<file path="config.mk">
export PLATFORM = sky130hd
export DESIGN_NAME = irq_status_unit
export DESIGN_NICKNAME = d
export VERILOG_FILES = /design/src/rtl/irq_pkg.sv /design/src/rtl/irq_port_bank.sv /design/src/rtl/irq_merge.sv /design/src/rtl/irq_status_unit.sv
export SDC_FILE = /design/constraint.sdc
export NUM_CORES = 1
export LEC_CHECK = 0
export ABC_AREA = 1
export CAP_MARGIN = 20
export CELL_PAD_IN_SITES_DETAIL_PLACEMENT = 1
export CELL_PAD_IN_SITES_GLOBAL_PLACEMENT = 2
export CORE_MARGIN = 10
export CORE_UTILIZATION = 32
export CTS_CLUSTER_DIAMETER = 30
export DETAILED_ROUTE_END_ITERATION = 10
export PLACE_DENSITY = 0.89
export SYNTH_ARGS = -nofsm -noshare
export SYNTH_HDL_FRONTEND = slang
export SYNTH_SLANG_ARGS = --single-unit
</file>
<file path="constraint.sdc">
create_clock -name clk -period 2.35 [get_ports clk]
set_input_delay 0.47 -clock clk [delete_from_list [all_inputs] [get_ports clk]]
set_output_delay 0.47 -clock clk [all_outputs]
set_load 0.02 [all_outputs]
</file>
<file path="src/rtl/irq_pkg.sv">
package irq_pkg;
    localparam int CTRL_EN_BIT   = 0;
    localparam int CTRL_MODE_BIT = 5;

    typedef struct packed {
        logic en;
        logic rx_only;
    } ctrl_t;
endpackage

</file>
<file path="src/rtl/irq_port_bank.sv">
module irq_port_bank #(
    parameter int DW = 8
) (
    input  logic          clk,
    input  logic          rst_n,
    input  logic [DW-1:0] evt_i,
    input  logic          clr_i,
    input  logic          mask_we_i,
    input  logic [DW-1:0] wdata_i,
    output logic [DW-1:0] sta_q_o,
    output logic [DW-1:0] msk_q_o,
    output logic [DW-1:0] sta_d_o,
    output logic [DW-1:0] msk_d_o
);
    typedef struct packed {
        logic [DW-1:0] sta;
        logic [DW-1:0] msk;
    } bank_t;

    bank_t st_q, st_d;

    always_comb begin
        st_d = st_q;
        if (clr_i) st_d.sta = evt_i;
        else       st_d.sta = st_q.sta | evt_i;
        if (mask_we_i) st_d.msk = wdata_i;
    end

    always_ff @(posedge clk) begin
        if (!rst_n) st_q <= '0;
        else        st_q <= st_d;
    end

    assign sta_q_o = st_q.sta;
    assign msk_q_o = st_q.msk;
    assign sta_d_o = st_d.sta;
    assign msk_d_o = st_d.msk;

    // without a clear, no set bit falls
    assert_sticky_R2: assert property (@(posedge clk) disable iff (!rst_n)
        !clr_i |=> ((st_q.sta & $past(st_q.sta)) == $past(st_q.sta)));
    // an event is recorded whatever the mask holds
    assert_event_recorded_R3: assert property (@(posedge clk) disable iff (!rst_n)
        (|evt_i) |=> ((st_q.sta & $past(evt_i)) == $past(evt_i)));
    // after a clear only the concurrent events remain
    assert_clear_keeps_new_R5: assert property (@(posedge clk) disable iff (!rst_n)
        clr_i |=> (st_q.sta == $past(evt_i)));
endmodule

</file>
<file path="src/rtl/irq_merge.sv">
module irq_merge #(
    parameter int            NPORT      = 3,
    parameter int            DW         = 8,
    parameter logic [DW-1:0] RX_ERR_SRC = 8'h07
) (
    input  logic [NPORT*DW-1:0] sta_i,
    input  logic [NPORT*DW-1:0] msk_i,
    input  logic                en_i,
    input  logic                rx_only_i,
    output logic                req_o
);
    logic [DW-1:0] sel;
    logic          any;

    always_comb begin
        sel = rx_only_i ? RX_ERR_SRC : '1;
        any = 1'b0;
        for (int p = 0; p < NPORT; p++) begin
            any = any | (|(sta_i[p*DW +: DW] & msk_i[p*DW +: DW] & sel));
        end
        req_o = en_i & any;
    end
endmodule

</file>
<file path="src/rtl/irq_status_unit.sv">
module irq_status_unit #(
    parameter int            NPORT      = 3,
    parameter int            DW         = 8,
    parameter int            AW         = 3,
    parameter logic [DW-1:0] RX_ERR_SRC = 8'h07
) (
    input  logic                clk,
    input  logic                rst_n,
    input  logic [NPORT*DW-1:0] evt_i,
    input  logic                rd_i,
    input  logic                wr_i,
    input  logic [AW-1:0]       addr_i,
    input  logic [DW-1:0]       wdata_i,
    output logic [DW-1:0]       rdata_o,
    output logic                int_n_o
);
    import irq_pkg::*;

    localparam int CTRL_ADDR = 0;
    localparam int STA_BASE  = 1;
    localparam int MSK_BASE  = STA_BASE + NPORT;

    typedef struct packed {
        ctrl_t         ctrl;
        logic [DW-1:0] rdata;
        logic          int_n;
    } top_t;

    top_t st_q, st_d;

    logic [NPORT-1:0]    sta_clr, msk_we;
    logic [NPORT*DW-1:0] sta_q, msk_q, sta_d, msk_d;
    logic                req_d, req_q;

    for (genvar p = 0; p < NPORT; p++) begin : g_port
        assign sta_clr[p] = rd_i && (addr_i == AW'(STA_BASE + p));
        assign msk_we[p]  = wr_i && (addr_i == AW'(MSK_BASE + p));

        irq_port_bank #(.DW(DW)) u_bank (
            .clk       (clk),
            .rst_n     (rst_n),
            .evt_i     (evt_i[p*DW +: DW]),
            .clr_i     (sta_clr[p]),
            .mask_we_i (msk_we[p]),
            .wdata_i   (wdata_i),
            .sta_q_o   (sta_q[p*DW +: DW]),
            .msk_q_o   (msk_q[p*DW +: DW]),
            .sta_d_o   (sta_d[p*DW +: DW]),
            .msk_d_o   (msk_d[p*DW +: DW])
        );
    end

    irq_merge #(.NPORT(NPORT), .DW(DW), .RX_ERR_SRC(RX_ERR_SRC)) u_merge_d (
        .sta_i     (sta_d),
        .msk_i     (msk_d),
        .en_i      (st_d.ctrl.en),
        .rx_only_i (st_d.ctrl.rx_only),
        .req_o     (req_d)
    );

    irq_merge #(.NPORT(NPORT), .DW(DW), .RX_ERR_SRC(RX_ERR_SRC)) u_merge_q (
        .sta_i     (sta_q),
        .msk_i     (msk_q),
        .en_i      (st_q.ctrl.en),
        .rx_only_i (st_q.ctrl.rx_only),
        .req_o     (req_q)
    );

    always_comb begin
        logic [DW-1:0] rv;
        st_d = st_q;
        if (wr_i && addr_i == AW'(CTRL_ADDR)) begin
            st_d.ctrl.en      = wdata_i[CTRL_EN_BIT];
            st_d.ctrl.rx_only = wdata_i[CTRL_MODE_BIT];
        end
        rv = '0;
        if (addr_i == AW'(CTRL_ADDR)) begin
            rv[CTRL_EN_BIT]   = st_q.ctrl.en;
            rv[CTRL_MODE_BIT] = st_q.ctrl.rx_only;
        end
        for (int p = 0; p < NPORT; p++) begin
            if (addr_i == AW'(STA_BASE + p)) rv = sta_q[p*DW +: DW];
            if (addr_i == AW'(MSK_BASE + p)) rv = msk_q[p*DW +: DW];
        end
        if (rd_i) st_d.rdata = rv;
        st_d.int_n = !req_d;
    end

    always_ff @(posedge clk) begin
        if (!rst_n) begin
            st_q       <= '0;
            st_q.int_n <= 1'b1;
        end else begin
            st_q <= st_d;
        end
    end

    assign rdata_o = st_q.rdata;
    assign int_n_o = st_q.int_n;

    // the registered line agrees with the stored state
    assert_int_matches_state_R6: assert property (@(posedge clk) disable iff (!rst_n)
        int_n_o == !req_q);
    // disabled means never asserted
    assert_disabled_quiet_R7: assert property (@(posedge clk) disable iff (!rst_n)
        !st_q.ctrl.en |-> int_n_o);
    // in restrict mode an asserted line needs a pending receive error
    assert_rx_only_R8: assert property (@(posedge clk) disable iff (!rst_n)
        (!int_n_o && st_q.ctrl.rx_only) |-> (|(sta_q & msk_q & {NPORT{RX_ERR_SRC}})));
    // read data only moves after a read
    assert_rdata_hold_R4: assert property (@(posedge clk) disable iff (!rst_n)
        !rd_i |=> $stable(rdata_o));
endmodule

</file>
==> out/results.txt <==
status: complete, no violations
DR WL/cell: 16.5 µm
H-tree depth: 3
nets: 537
leakage: 1.76 nW
Starting Density: 33.1%
GRT Overall Usage: 15.3%
Worst path depth: 10
largest net degree at the start of global routing: 58
ys async rst share: 0%
number of synthesized flops with an enable pin: 0
VDD IR max: 0.341 mV
share of the synthesized area in the top cell type: 38.5%
Worst path slowest cell: clkdlybuf4s50_1
drt pass-1 iters: 4
die area: 13900 µm²
Worst path max stage delay: 0.69 ns
Syn. warnings: 0
via/cell ratio: 4.82
share of layout cells above drive strength 1: 9.74%
Max Fanout on Critical Path: 9
top post-synthesis cells by count: 157 x nand2_1, 59 x dfxtp_1, 56 x a21oi_1, 44 x inv_1, 30 x nand3_1
Setup CP Type: input port to flip-flop
Worst setup SP type: input port
WP buf/inv: 2
Fin Hold WS: 0.470 ns
row cnt: 35
Pins Over Slew Limit: 0
Hold Buf Count CTS: 0
postcts setup bufs: 0
vias in the first global route: 3238
Routed Antenna Nets: 0
ANT cells: 0
final worst slack: 0.283 ns
final setup fails: 0
HPWL after detailed placement: 7890 µm
count leader, synth: nand2_1
distinct cell type count after synthesis: 26
io pins: 48
Final Hold Viols: 0
1st-iter DRT viols: 108
Slew @ Worst Pin: 0.595 ns
number of synthesized register bits: 59
core area: 9280 µm²
Synth Flop Type: dfxtp_1
Port Buffers: 47
post-layout min period: 2.07 ns
worst skew pair latency: 0.35 ns
critical path's most frequent cell: nand2_1
register area share after synthesis: 38.5%
CP Data Arrival Time: 2.36 ns
cell taking the most area after synthesis: dfxtp_1
Die Height: 118 µm
Hold Path Class: flip-flop to flip-flop
Hold Path Stages: 2
first-pass GRT wire length: 17200 µm
CTS tree: done
Critical Path Sink Type: flip-flop
Layout Skew: 0.0101 ns
initial antenna violation count: 0
Syn Area/Cell: 6.75 µm²
Critical Path, Cell by Cell: clkdlybuf4s50_1 > buf_4 > nand4_4 > nand2_1 > o21ai_0 > nand2_1 > nand4_1 > nor2_1 > nand3_1 > nand2_1
fillers: 1222
grt ovf: 0
Vias: 3048
RSZ-0062 raised after global routing: no
area grow syn2layout: 27.1%
count of mapped cells out of synthesis: 455
syn_nets: 494
design area: 3900 µm²
DRC viols: 0
Worst Path Required: 2.64 ns
final setup TNS: 0 ns
Clock Sinks: 59
total CTS buffers: 9
Die X: 118 µm
Syn Std Cell Area: 3070 µm²
Reg clk slew, reported paths: 0.08 ns
Slew HR: 60.1%
pre-CTS setup slack: -0.0670 ns
max cap viols: 0
final wirelength: 10400 µm
PostCTS Resize Cnt: 0
clk root buf: clkbuf_8
fmax: 484 MHz
CTS Buffer Depth: 2
Power Density: 671 nW/µm²
Final period util: 88.0%
Synth area leaders: dfxtp_1 38%, nand2_1 19%, a21oi_1 9.1%
Placed Area: 3650 µm²
Worst Reg-to-Reg Cells: 10
CP delay by family, top: buffers and inverters
GP Congestion: 0.817
==> final cells by class <==
type / instances / area (µm²) / area share [%]
Timing Repair Buffer: 60 / 606 / 15.5
Clock buffer: 10 / 138 / 3.53
Multi-Input combinational cell: 315 / 1510 / 38.6
Inverter: 53 / 199 / 5.10
Sequential cell: 59 / 1180 / 30.3
Tap cell: 129 / 161 / 4.14
Clock inverter: 6 / 111 / 2.85
==> path summary, 6_finish.rpt <==
check | startpoint | endpoint | slack (ns)
setup / recovery | wr_i | int_n_o | 0.28
hold / removal | rdata_o[1] | rdata_o[1] | 0.47
hold reg to reg | rdata_o[1] | rdata_o[1] | 0.47
setup reg to reg | st_q[9] | int_n_o | 1.03
==> state kept, by name, summed over array words and instances (netlist names) <==
signal                 cells
g_port.u_bank.sta_q_o     24
g_port.u_bank.msk_q_o     24
rdata_o                    8
int_n_o                    1
st_q                       2
==> cell families after synthesis <==
family	synth area share, %
simple gates	37.7
flops	38.5
buf+inv	12.5
compound gates	11.4
==> power breakdown <==
part | switching, mW | total (mW) | internal, mW
clock | 0.445 | 1.18 | 0.735
sequential | 0.0271 | 1.07 | 1.05
combinational | 0.212 | 0.365 | 0.152
==> placed cells by master, fill, tap and decap left out, types with 6 or more instances in the layout <==
cell type	n
buf_4	10
a21oi_1	56
nand4_1	29
inv_2	6
dfxtp_1	59
nand2_1	157
clkbuf_8	10
nand3_1	30
o21ai_0	12
nor2_1	15
inv_1	44
clkdlybuf4s50_1	47
==> layer usage <==
layer	share of wire (%)	up-vias	wire [µm]	global-route usage (%)
met3	2.6	13	273	2.78
met4	1.7	0	182	5.64
met2	46	52	4830	23.8
li1	-	1548	-	-
met5	0	-	0	0
met1	49	1435	5160	20.3
==> worst reg2reg max path, stage by stage (launching register included) <==
cell and delay, ns:
dfxtp_1 0.35, inv_1 0.06, nand2_2 0.08, nand2_4 0.15, nand3_2 0.14, nand2_1 0.07, inv_2 0.05, nand2_1 0.04
nor2_1 0.18, nand3_1 0.10, nand2_1 0.06
==> per-stage QoR <==
step / power, mW / cells / utilization (%)
after floorplan: 1.30 / 455 / -
after global placement: 1.45 / 616 / 39.4
after detailed placement: 1.46 / 616 / 39.4
after CTS: 2.64 / 632 / 42.0
after global routing: 2.73 / 632 / 42.0
final: 2.62 / 632 / 42.0
No activity file was read; power rests on OpenSTA's default activity.
